[config.mk]
export PLATFORM = sky130hd
export DESIGN_NAME = gw_walker
export DESIGN_NICKNAME = d
export VERILOG_FILES = /design/src/rtl/gw_pkg.sv /design/src/rtl/gw_step_sel.sv /design/src/rtl/gw_path_log.sv /design/src/rtl/gw_walker.sv
export SDC_FILE = /design/constraint.sdc
export NUM_CORES = 1
export LEC_CHECK = 0
export BUFFER_PORTS_ARGS = -buffer_cell sky130_fd_sc_hd__buf_2
export CAP_MARGIN = 20
export CELL_PAD_IN_SITES_DETAIL_PLACEMENT = 1
export CELL_PAD_IN_SITES_GLOBAL_PLACEMENT = 2
export CORE_MARGIN = 1
export CORE_UTILIZATION = 29
export DETAILED_ROUTE_END_ITERATION = 10
export GPL_ROUTABILITY_DRIVEN = 0
export GPL_TIMING_DRIVEN = 1
export PLACE_DENSITY = 0.77
export SKIP_LAST_GASP = 1
export SLEW_MARGIN = 20
export SYNTH_ARGS = -nofsm -noshare
export SYNTH_HDL_FRONTEND = slang
export SYNTH_SLANG_ARGS = --single-unit
export TNS_END_PERCENT = 20
[constraint.sdc]
create_clock -name clk -period 6.25 [get_ports clk]
set_input_delay 0.9375 -clock clk [delete_from_list [all_inputs] [get_ports clk]]
set_output_delay 0.9375 -clock clk [all_outputs]
set_load 0.02 [all_outputs]
[src/rtl/gw_pkg.sv]
package gw_pkg;

    localparam int CW = 3;

    typedef struct packed {
        logic [CW-1:0] row;
        logic [CW-1:0] col;
    } coord_t;

    typedef enum logic [1:0] {
        ST_IDLE = 2'd0,
        ST_WALK = 2'd1,
        ST_DONE = 2'd2
    } state_t;

    typedef struct packed {
        logic   at_dst;
        logic   advance;
        coord_t nxt;
    } step_t;

    function automatic logic one_apart(input coord_t a, input coord_t b);
        logic same_row, same_col, col_adj, row_adj;
        same_row = (a.row == b.row);
        same_col = (a.col == b.col);
        col_adj  = ({1'b0, a.col} == {1'b0, b.col} + 4'd1) || ({1'b0, b.col} == {1'b0, a.col} + 4'd1);
        row_adj  = ({1'b0, a.row} == {1'b0, b.row} + 4'd1) || ({1'b0, b.row} == {1'b0, a.row} + 4'd1);
        return (same_row && col_adj) || (same_col && row_adj);
    endfunction

endpackage

[src/rtl/gw_step_sel.sv]
module gw_step_sel
    import gw_pkg::*;
#(
    parameter int ROWS = 6,
    parameter int COLS = 6,
    localparam int CELLS = ROWS * COLS
) (
    input  coord_t           cur,
    input  coord_t           dst,
    input  logic [CELLS-1:0] map_bits,
    input  logic [CELLS-1:0] seen,
    output step_t            step
);

    function automatic logic cell_open(input logic [CELLS-1:0] m, input logic [CELLS-1:0] s,
                                       input logic [CW:0] r, input logic [CW:0] c);
        int idx;
        if (int'(r) >= ROWS || int'(c) >= COLS) return 1'b0;
        idx = int'(r) * COLS + int'(c);
        return !m[idx] && !s[idx];
    endfunction

    logic [CW:0] col_cand, row_cand;
    logic        col_want, row_want, col_ok, row_ok;

    always_comb begin
        col_want = (dst.col != cur.col);
        row_want = (dst.row != cur.row);
        col_cand = (dst.col > cur.col) ? {1'b0, cur.col} + (CW+1)'(1) : {1'b0, cur.col} - (CW+1)'(1);
        row_cand = (dst.row > cur.row) ? {1'b0, cur.row} + (CW+1)'(1) : {1'b0, cur.row} - (CW+1)'(1);
        col_ok   = col_want && cell_open(map_bits, seen, {1'b0, cur.row}, col_cand);
        row_ok   = row_want && cell_open(map_bits, seen, row_cand, {1'b0, cur.col});

        step.at_dst  = (cur == dst);
        step.advance = col_ok || row_ok;
        step.nxt     = cur;
        if (col_ok) begin
            step.nxt.col = col_cand[CW-1:0];
        end else if (row_ok) begin
            step.nxt.row = row_cand[CW-1:0];
        end
    end

endmodule

[src/rtl/gw_path_log.sv]
module gw_path_log
    import gw_pkg::*;
#(
    parameter int ROWS = 6,
    parameter int COLS = 6,
    localparam int CELLS = ROWS * COLS,
    localparam int EW    = 2 * CW,
    localparam int LOG_W = CELLS * EW,
    localparam int CNTW  = $clog2(CELLS + 1)
) (
    input  logic             clk,
    input  logic             rst,
    input  logic             init,
    input  logic             append,
    input  coord_t           pos,
    output logic [LOG_W-1:0] path_q,
    output logic [CELLS-1:0] seen_q,
    output logic [CNTW-1:0]  count_q
);

    logic [CELLS-1:0] pos_bit;
    logic             room;

    always_comb begin
        pos_bit = '0;
        if (int'(pos.row) < ROWS && int'(pos.col) < COLS)
            pos_bit[int'(pos.row) * COLS + int'(pos.col)] = 1'b1;
        room = (int'(count_q) < CELLS);
    end

    always_ff @(posedge clk) begin
        if (rst) begin
            path_q  <= '0;
            seen_q  <= '0;
            count_q <= '0;
        end else if (init) begin
            path_q         <= '0;
            path_q[0 +: EW] <= pos;
            seen_q         <= pos_bit;
            count_q        <= CNTW'(1);
        end else if (append && room) begin
            path_q[int'(count_q) * EW +: EW] <= pos;
            seen_q  <= seen_q | pos_bit;
            count_q <= count_q + CNTW'(1);
        end
    end

    AST_COUNT_RANGE: assert property (@(posedge clk) disable iff (rst)
        int'(count_q) <= CELLS) else $error("count out of range");

    AST_COUNT_GROWS: assert property (@(posedge clk) disable iff (rst)
        (append && room && !init) |=> count_q == $past(count_q) + CNTW'(1))
        else $error("count did not grow");

    AST_BITMAP_MATCH: assert property (@(posedge clk) disable iff (rst)
        int'(count_q) == $countones(seen_q)) else $error("bitmap and count disagree");

endmodule

[src/rtl/gw_walker.sv]
module gw_walker
    import gw_pkg::*;
#(
    parameter int ROWS    = 6,
    parameter int COLS    = 6,
    parameter int MAX_CYC = 36,
    localparam int CELLS = ROWS * COLS,
    localparam int LOG_W = CELLS * 2 * CW,
    localparam int CNTW  = $clog2(CELLS + 1),
    localparam int CYW   = $clog2(MAX_CYC + 1)
) (
    input  logic             clk,
    input  logic             rst,
    input  logic             start,
    input  logic [CELLS-1:0] map_in,
    input  logic [CW-1:0]    start_row,
    input  logic [CW-1:0]    start_col,
    input  logic [CW-1:0]    dst_row,
    input  logic [CW-1:0]    dst_col,
    output logic [LOG_W-1:0] path_log,
    output logic [CNTW-1:0]  visit_count,
    output logic [CELLS-1:0] visited,
    output logic             done,
    output logic             fail
);

    state_t           state;
    coord_t           cur, dst_q, log_pos;
    logic [CELLS-1:0] map_q;
    logic [CYW-1:0]   cyc;
    logic             accept, at_limit, mv;
    step_t            step;

    gw_step_sel #(.ROWS(ROWS), .COLS(COLS)) u_step (
        .cur      (cur),
        .dst      (dst_q),
        .map_bits (map_q),
        .seen     (visited),
        .step     (step)
    );

    always_comb begin
        accept   = start && (state != ST_WALK);
        at_limit = (cyc == CYW'(MAX_CYC));
        mv       = (state == ST_WALK) && !step.at_dst && !at_limit && step.advance;
        log_pos  = accept ? coord_t'{row: start_row, col: start_col} : step.nxt;
    end

    gw_path_log #(.ROWS(ROWS), .COLS(COLS)) u_log (
        .clk     (clk),
        .rst     (rst),
        .init    (accept),
        .append  (mv),
        .pos     (log_pos),
        .path_q  (path_log),
        .seen_q  (visited),
        .count_q (visit_count)
    );

    always_ff @(posedge clk) begin
        if (rst) begin
            state <= ST_IDLE;
            cur   <= '0;
            dst_q <= '0;
            map_q <= '0;
            cyc   <= '0;
            fail  <= 1'b0;
        end else if (accept) begin
            state <= ST_WALK;
            cur   <= coord_t'{row: start_row, col: start_col};
            dst_q <= coord_t'{row: dst_row, col: dst_col};
            map_q <= map_in;
            cyc   <= '0;
            fail  <= 1'b0;
        end else if (state == ST_WALK) begin
            if (step.at_dst) begin
                state <= ST_DONE;
            end else if (at_limit || !step.advance) begin
                state <= ST_DONE;
                fail  <= 1'b1;
            end else begin
                cur <= step.nxt;
                cyc <= cyc + CYW'(1);
            end
        end
    end

    assign done = (state == ST_DONE);

    AST_SINGLE_STEP: assert property (@(posedge clk) disable iff (rst)
        mv |=> one_apart(cur, $past(cur))) else $error("move was not one cell");

    AST_FREE_CELL: assert property (@(posedge clk) disable iff (rst)
        mv |=> !map_q[int'(cur.row) * COLS + int'(cur.col)]) else $error("entered obstacle");

    AST_IN_GRID: assert property (@(posedge clk) disable iff (rst)
        mv |=> (int'(cur.row) < ROWS && int'(cur.col) < COLS)) else $error("left the grid");

    AST_CYCLE_LIMIT: assert property (@(posedge clk) disable iff (rst)
        (state == ST_WALK) |-> int'(cyc) <= MAX_CYC) else $error("cycle limit passed");

    AST_WALK_IGNORES_START: assert property (@(posedge clk) disable iff (rst)
        (state == ST_WALK && start) |=> $stable(dst_q)) else $error("start taken mid-walk");

    AST_DONE_HOLD: assert property (@(posedge clk) disable iff (rst)
        (state == ST_DONE && !start) |=> (done && $stable(fail) && $stable(visit_count) && $stable(path_log)))
        else $error("result changed after done");

endmodule

-- Word level (Yosys, flattened, before mapping)
Index checks and enable logic that the tools add are counted.
- add/sub/neg operators: 10
- $mul: 4
- magnitude comparators: 13
- equal/unequal tests: 9
- shift-type cells: 2
- multiplexer cells: 42
- bitwise operators: 3
- reduce and logical (&&, ||, !) cells: 32
- operator list (cell ; count):
    bitwise mux 216 bit ; 1
    variable shift 6 x 33 -> 216 bit, first input constant ; 1
    indexed part select 6 x 33 -> 216 bit ; 1
    2-to-1 mux 36 bit ; 3
    less-than comparator 32 x 8 -> 1 bit, second input constant ; 3
    adder 32 x 4 -> 32 bit ; 2
    2-to-1 mux 6 bit ; 7
    bitwise OR 36 bit ; 1
    negator 32 -> 33 bit ; 1
    adder 32 x 5 -> 32 bit ; 1
    >= comparator 32 x 1 -> 1 bit, second input constant ; 1
    binary-select mux 1 bit (select 6 bit) ; 4
    2-to-1 mux 1 bit ; 19
    adder 6 x 1 -> 6 bit, second input constant ; 2
    logical AND 1 bit ; 11
    multiplier 3 x 2 -> 5 bit, second input constant ; 2
    2-to-1 mux 3 bit ; 3
    AND reduction 3 bit ; 3
    adder 3 x 1 -> 4 bit, second input constant ; 2
    >= comparator 4 x 3 -> 1 bit, second input constant ; 2
    multiplier 6 x 2 -> 8 bit, second input constant ; 1
    2-to-1 mux 4 bit ; 2
    subtractor 3 x 1 -> 4 bit, second input constant ; 2
    zero test 1 bit ; 7
    other kinds (20) ; 33
- register bits: 315
- output and inout bits: 260

-- Depth between registers and ports, before layout
Gate-level depths: netlist of the first run.
- depth after elaboration: 24
- mapped depth: 30
- mapped depth without buffers: 28

-- Hierarchy
Synthesis of the first run repeated with hierarchy kept, for this count alone.
- cell total of the unflattened synthesis: 1834
- area, all modules: 15542.4 um2
- modules (own cells, without submodules) (module ; times used ; cells an instance ; area each (um2) ; seq. area each (um2)):
    gw_path_log ; 1 ; 1337 ; 11507.3 ; 5165.0
    gw_walker ; 1 ; 270 ; 2212.1 ; 1141.1
    gw_step_sel ; 1 ; 227 ; 1823.0 ; 0.0

-- Least setup slack after synthesis of the first run
Ideal clock, no wire load.
- path type: reg2reg
- start: register cur[4] (netlist name)
- end: register u_log.seen_q[31]
- library setup time: 117 ps
- data arrival time: 6748 ps
- slack: -615 ps
- stages on the path, launching flop included: 28
- path through: dfxtp_1 > inv_1 > ha_1 > nor2b_1 > o21ai_0 > a21oi_1 > inv_1 > ha_1 > xnor2_1 > fa_1 > xor2_2 > or4_4 > a211oi_2 > a2111oi_2 > a211oi_2 > a211oi_1 > xnor2_1 > a21o_1 > inv_1 > ha_1 > inv_1 > fa_1 > nor3_1 > and3_2 > mux2_2 > or4_1 > clkbuf_1 > a32o_1
- RTL lines (what ; line ; text):
    end signal: assignment ; gw_path_log.sv:39 ; seen_q <= pos_bit;
    end signal: assignment ; gw_path_log.sv:43 ; seen_q <= seen_q | pos_bit;
    end: declaration ; gw_path_log.sv:17 ; output logic [CELLS-1:0] seen_q,

==> flow_summary.json, run 1 <==
{
  "clk_pin_slew_ns": 0.06,
  "core-area_um2": 50500,
  "cap_violations": 0,
  "r2r_slack_ns": -0.07,
  "firstDrtPassIters": 5,
  "fin_tns_setup_ns": -0.285,
  "final_cell_mix": "dfxtp_1 (312), buf_2 (310), nor2_1 (233)",
  "syn_inst": 1826,
  "route.detailed.drc": 0,
  "clock_skew_ns": 0.0246,
  "htreeDepth": 2,
  "syn_to_final_growth_pct": 30.2,
  "synth_top_area_share_pct": 42.3,
  "slowest_delay_ns": 0.59,
  "violations": "setup timing",
  "ctsLongestPathBuffers": 3,
  "cp-startpoint": "cur[4]",
  "dp_hpwl_mm": 45.9,
  "cts-root-buf": "clkbuf_16",
  "rsz0062_at_grt": "yes",
  "ys.flop_type": "dfxtp_1",
  "cts-buffers-inserted": 38,
  "synth-async-reset-ratio_pct": 0,
  "vias_per_cell": 5.33,
  "cp_data_required_time_ns": 6.70,
  "clock_sinks": 315,
  "finalPower_uw": 13000,
  "grtUsageTotal_pct": 23.1,
  "place_area_um2": 17700,
  "cp-endpoint": "u_log.seen_q[28]",
  "fp.dieArea_um2": 52300,
  "grt_overflow_total": 0,
  "grt_max_degree": 89,
  "synth_top_area_cell": "dfxtp_1",
  "setup_violations": 9,
  "maxSlewHeadroom_pct": 18.1,
  "ios": 311,
  "cp-start-kind": "flip-flop",
  "clkLatencyLatePin_ns": 0.57,
  "cts_tree": "done",
  "min_path_type": "flip-flop to flip-flop",
  "vias": 15434,
  "final_cell_area_um2": 19400,
  "final_nets": 2299,
  "r2r-end": "u_log.seen_q[28]",
  "status": "finished with violations",
  "end_kind": "flip-flop",
  "die_h_um": 229,
  "critical_path.slowest_cell": "fa_2",
  "drt-wirelength-per-cell_um": 21.4,
  "grt_pass1_vias": 15484,
  "vdd_ir_drop_max_v": 0.000449,
  "critPathKind": "flip-flop to flip-flop",
  "post-route-util_pct": 38.5,
  "clock.fmax_mhz": 158,
  "hold_viol": 0,
  "initial_utilization_pct": 29.6,
  "numPortBuffers": 310,
  "drive_gt1_share_pct": 26.4,
  "synth_area_um2": 14900,
  "synth-seq-cells": 315,
  "slew_violations": 0,
  "antenna_found_initial": 0,
  "ys_types": 87,
  "layout_min_cycle_time_ns": 6.32,
  "syn_avg_cell_area_um2": 8.17,
  "arrival_ns": 6.77,
  "p_per_area_nw_per_um2": 668,
  "rows": 82,
  "n_antenna_cell": 0,
  "r2r_cells": 28,
  "tightest_slew_ns": 1.23,
  "leakagePower_uw": 0.00795,
  "wl_mm": 62.0,
  "ant_nets": 0,
  "netlist_top_cells_area": "dfxtp_1 (42%), nor2_1 (5.9%), a21oi_1 (5.8%), o21ai_0 (5.8%), nand2_1 (5.8%)",
  "layout_setup_ws_ns": -0.0696,
  "grt_pass1_wl_mm": 94.7,
  "cp_max_fo": 8,
  "synth_edf_count": 0,
  "min_period_over_period_pct": 101,
  "layout_commonest_cell": "dfxtp_1",
  "syn_nets": 1927,
  "dr.first_iter.drc_count": 1010,
  "synth_warnings": 0,
  "die_w_um": 229,
  "r2r_start": "cur[4]",
  "seq_area_frac_synth_pct": 42.3
}
[registers in the layout, indices dropped and copies added (netlist names)]
register / flops
u_log.seen_q: 36
u_log.count_q: 6
map_q: 36
cyc: 6
fail: 1
u_log.path_q: 216
cur: 6
state: 2
dst_q: 6
[worst max-delay path: cells and delay by family, from the launching register on]
kind                       cells  cell delay (ns)
AOI/OAI and AO/OA              9             1.74
xor gates and xnor gates       2             0.30
adders and majority gates      5             1.99
buffers and inverters          7             0.69
DFF                            1             0.36
muxes                          1             0.25
and+or+nand+nor                4             0.87
[stage by stage]
stage | setup slack (ns) | cells | hold slack, ns
after global routing | -0.278 | 2898 | 0.482
final | -0.0696 | 2898 | 0.452
after floorplan | -0.0189 | 1826 | 0.436
after global placement | -0.0865 | 2812 | 0.444
after CTS | -0.175 | 2894 | 0.457
after detailed placement | -0.328 | 2812 | 0.449
[repair_timing]
| action | in CTS | in global routing |
|---|---|---|
| pin swaps | 30 | 23 |
| hold buffers | 0 | 0 |
| gates resized for setup | 29 | 25 |
| buffers inserted | 14 | 4 |
| setup endpoints to repair | 36 | 36 |
[cell usage after synthesis, types with 3 or more instances]
library cell  count
fa_1              9
o211ai_1          5
buf_1             9
nor2_1          235
nand2_1         230
a211oi_1         31
or3_1             5
o22ai_1           6
ha_1             41
dfxtp_1         315
a2bb2oi_1         3
inv_1            46
nor4_1            5
nand2b_1          5
nor2b_1           6
nor3_1           32
mux2i_1          16
a32o_1           39
buf_6             6
nand3b_1          4
o21ai_0         173
nand3_1         120
o31ai_1          26
and2_1           10
mux4_1            4
a21oi_1         173
a32oi_1           4
mux4_2            7
a31oi_1          30
xnor2_1          20
clkbuf_8          3
clkbuf_1         72
a21o_1            6
a22oi_1           9
and3_1           12
o21a_1            5
nor4b_1           5
buf_2             6
o32ai_1           3
nand4_1           9
xor2_1           17
nor3b_1           3
[layer usage]
metal / share of wire [%] / global-route usage, % / wire, µm
met5: 0 / 0 / 0
met2: 47 / 38.3 / 29000
met1: 45 / 30.5 / 28000
met4: 2.7 / 6.40 / 1690
met3: 5.3 / 4.14 / 3280
[cells by family (layout without fill, tap and decap cells)]
family,after synthesis,in the layout,share of synthesized area (%)
simple gates,699,699,20.7
compound gates,545,545,22.5
buf+inv,149,549,4.53
xor+xnor,38,38,2.28
fa+ha+maj,50,50,4.65
flops,315,315,42.3
mux,30,30,3.10
[report_power, final]
part	total (µW)	switching, µW	internal [µW]
clock	2290	918	1370
combinational	8430	5000	3430
sequential	2260	125	2140
[layout make-up]
type / count / area, µm²
clock buffer: 57 / 1150
fill: 6066 / 31100
timing repair buffer: 432 / 2500
sequential: 315 / 6310
multi-input combinational: 1362 / 8300
tap: 672 / 841
inverter: 49 / 186
clock inverter: 11 / 131
[worst min path at each step]
stage                     cells past startpoint  slack (ns)                end              start
after floorplan                               2        0.44           map_q[0]           map_q[0]
after CTS                                     2        0.46    u_log.path_q[3]    u_log.path_q[3]
after global placement                        2        0.44  u_log.path_q[136]  u_log.path_q[136]
final                                         2        0.45    u_log.path_q[3]    u_log.path_q[3]
after detailed placement                      2        0.45    u_log.path_q[3]    u_log.path_q[3]
after global routing                          2        0.48          map_q[25]          map_q[25]
(Power assumes the default switching activity.)
==> run 2: changes to the inputs <==
--- a/config.mk
+++ b/config.mk
@@ -5,12 +5,13 @@
 export SDC_FILE = /design/constraint.sdc
 export NUM_CORES = 1
 export LEC_CHECK = 0
-export BUFFER_PORTS_ARGS = -buffer_cell sky130_fd_sc_hd__buf_2
+export ABC_AREA = 1
+export BUFFER_PORTS_ARGS = -buffer_cell sky130_fd_sc_hd__buf_4
 export CAP_MARGIN = 20
 export CELL_PAD_IN_SITES_DETAIL_PLACEMENT = 1
 export CELL_PAD_IN_SITES_GLOBAL_PLACEMENT = 2
 export CORE_MARGIN = 1
-export CORE_UTILIZATION = 29
+export CORE_UTILIZATION = 28
 export DETAILED_ROUTE_END_ITERATION = 10
 export GPL_ROUTABILITY_DRIVEN = 0
 export GPL_TIMING_DRIVEN = 1
==> flow_summary.json, run 2 <==
{
  "p_comb_share_pct": 65.2,
  "cp_data_required_time_ns": 6.73,
  "grtUsageTotal_pct": 23.1,
  "finalPower_uw": 13100,
  "syn_to_final_growth_pct": 30.4,
  "pwr-share-seq_pct": 17.6,
  "numPortBuffers": 310,
  "ys_types": 52,
  "tightest_slew_ns": 0.882,
  "critical_path.slowest_cell": "fa_2",
  "p_per_area_nw_per_um2": 651,
  "die_w_um": 237,
  "synth-async-reset-ratio_pct": 0,
  "fp.dieArea_um2": 56200,
  "drive_gt1_share_pct": 21.0,
  "leakagePower_uw": 0.00896,
  "syn_nets": 2278,
  "cp-start-kind": "flip-flop",
  "arrival_ns": 6.30,
  "rows": 85,
  "core-area_um2": 54200,
  "cap_violations": 0,
  "cpMostUsedCell": "nand2_1",
  "multi_input_area_um2": 8050,
  "clock_sinks": 315,
  "crit_family": "adder cells",
  "antenna_found_initial": 0,
  "status": "complete, no violations",
  "cts-buffers-inserted": 39,
  "ys.flop_type": "dfxtp_1",
  "synth_top_area_cell": "dfxtp_1",
  "vdd_ir_drop_max_v": 0.000739,
  "dr.first_iter.drc_count": 707,
  "clock_power_share_pct": 17.2,
  "cts_tree": "done",
  "ctsLongestPathBuffers": 3,
  "synth.most_common_cell": "nand2_1",
  "vias_per_cell": 5.04,
  "min_period_over_period_pct": 93.1,
  "firstDrtPassIters": 5,
  "pre_cts_slack_ns": 0.0336,
  "layout_min_cycle_time_ns": 5.82,
  "drt-wirelength-per-cell_um": 20.5,
  "top_register": "u_log.path_q",
  "p_switching_uw": 6780,
  "min_path_type": "flip-flop to flip-flop",
  "ios": 311,
  "syn_avg_cell_area_um2": 7.11,
  "end_kind": "flip-flop",
  "layout_setup_ws_ns": 0.429,
  "initial_utilization_pct": 28.5,
  "vias": 16170,
  "route.detailed.drc": 0,
  "finalNonFillerCells": 3210,
  "area.sequential_um2": 6310,
  "cts-root-buf": "clkbuf_16",
  "slew_violations": 0,
  "synth_warnings": 0,
  "internal_power_uw": 6350,
  "clock_skew_ns": 0.0398,
  "reg_top3": "u_log.path_q (216), map_q (36), u_log.seen_q (36)",
  "synth-seq-cells": 315,
  "n_antenna_cell": 0,
  "ant_nets": 0,
  "netlist_top_cells_area": "dfxtp_1 (41%), o21ai_0 (10%), nand2_1 (8.6%), a21oi_1 (8.6%), nor2_1 (5.5%)",
  "htreeDepth": 2,
  "clkLatencyLatePin_ns": 0.57,
  "synth_edf_count": 0,
  "grt_max_degree": 209,
  "swShare_pct": 51.6,
  "syn_inst": 2177,
  "maxSlewHeadroom_pct": 41.0,
  "layout_commonest_cell": "buf_4",
  "crit_buf_inv": 9,
  "final_nets": 2593,
  "clock.fmax_mhz": 172,
  "dp_hpwl_mm": 49.5,
  "synth_top_area_share_pct": 40.8,
  "critPathKind": "flip-flop to flip-flop",
  "synthTopCellsByCount": "nand2_1 (355), o21ai_0 (324), dfxtp_1 (315), a21oi_1 (265), nor2_1 (226)",
  "grt_pass1_wl_mm": 101,
  "synth_area_um2": 15500,
  "grt_pass1_vias": 17016,
  "seq_area_frac_synth_pct": 40.8,
  "setup_violations": 0,
  "grt_overflow_total": 0,
  "die_h_um": 237,
  "dpl.cell_count": 3141,
  "largest_reg_flops": 216,
  "nFillCells": 6688,
  "hold_viol": 0,
  "final_cell_mix": "buf_4 (369), nand2_1 (354), o21ai_0 (321)",
  "clk_pin_slew_ns": 0.05,
  "wl_mm": 65.8,
  "slowest_delay_ns": 0.65,
  "cp_max_fo": 8,
  "post-route-util_pct": 37.2
}
==> run 2: cell families after synthesis <==
group	count (synthesis)	share of synthesized area (%)
flops	315	40.8
fa+ha+maj	50	4.48
compound gates	645	21.7
simple gates	811	23.3
buf+inv	333	8.48
xor+xnor	23	1.30
==> run 2: timing repair <==
action / 4_1_cts / 5_1_grt
resized for setup: 0 / 35
hold buffers: 0 / 0
setup endpoints to repair: 0 / 80
setup buffers: 0 / 6
==> run 2: path summary, 6_finish.rpt <==
kind,startpoint,to,slack [ns],cells after the start
setup reg to reg,cur[5],u_log.seen_q[1],0.43,33
setup / recovery,cur[5],u_log.seen_q[1],0.43,33
hold reg to reg,map_q[24],map_q[24],0.48,2
hold / removal,map_q[24],map_q[24],0.48,2
==> run 2: worst register-to-register path, delay by kind of cell (launching register included) <==
kind	cells	cell delay, ns
DFF	1	0.33
buffers and inverters	9	0.97
xor gates and xnor gates	3	0.53
AOI/OAI and AO/OA	4	0.52
and+or+nand+nor	12	1.27
adders and majority gates	5	2.13
==> run 2: routing by layer <==
layer	global-route usage, %	vias to the layer above	part of all wire, %
met1	28.1	7908	43
met3	5.48	80	6.3
met2	40.4	337	49
li1	-	7845	-
met4	6.26	0	2.2
met5	0	-	0
==> run 2: area by class of cell <==
| cell class | count | share of cell area [%] |
|---|---|---|
| Multi-Input combinational cell | 1529 | 39.9 |
| Sequential cell | 315 | 31.3 |
| Timing Repair Buffer | 372 | 14.0 |
| Clock buffer | 51 | 5.36 |
| Inverter | 235 | 4.38 |
| Tap cell | 696 | 4.32 |
| Clock inverter | 12 | 0.781 |
==> run 2: power groups by stage <==
stage / Combinational, µW / Sequential, µW / Clock, µW
6_report: 8560 / 2310 / 2260
5_1_grt: 9400 / 2330 / 2390
4_1_cts: 7500 / 2310 / 2310
3_5_place_dp: 7470 / 2360 / 0
3_3_place_gp: 7310 / 2360 / 0
2_1_floorplan: 4890 / 2410 / 0
==> run 2: per-stage QoR <==
| step | setup TNS [ns] | instance area, µm² | hold slack [ns] |
|---|---|---|---|
| 2_1_floorplan | 0 | 15500 | 0.430 |
| 3_3_place_gp | 0 | 18700 | 0.463 |
| 5_1_grt | -0.312 | 20200 | 0.502 |
| 4_1_cts | 0 | 19900 | 0.480 |
| 6_report | 0 | 20200 | 0.478 |
| 3_5_place_dp | 0 | 18700 | 0.470 |
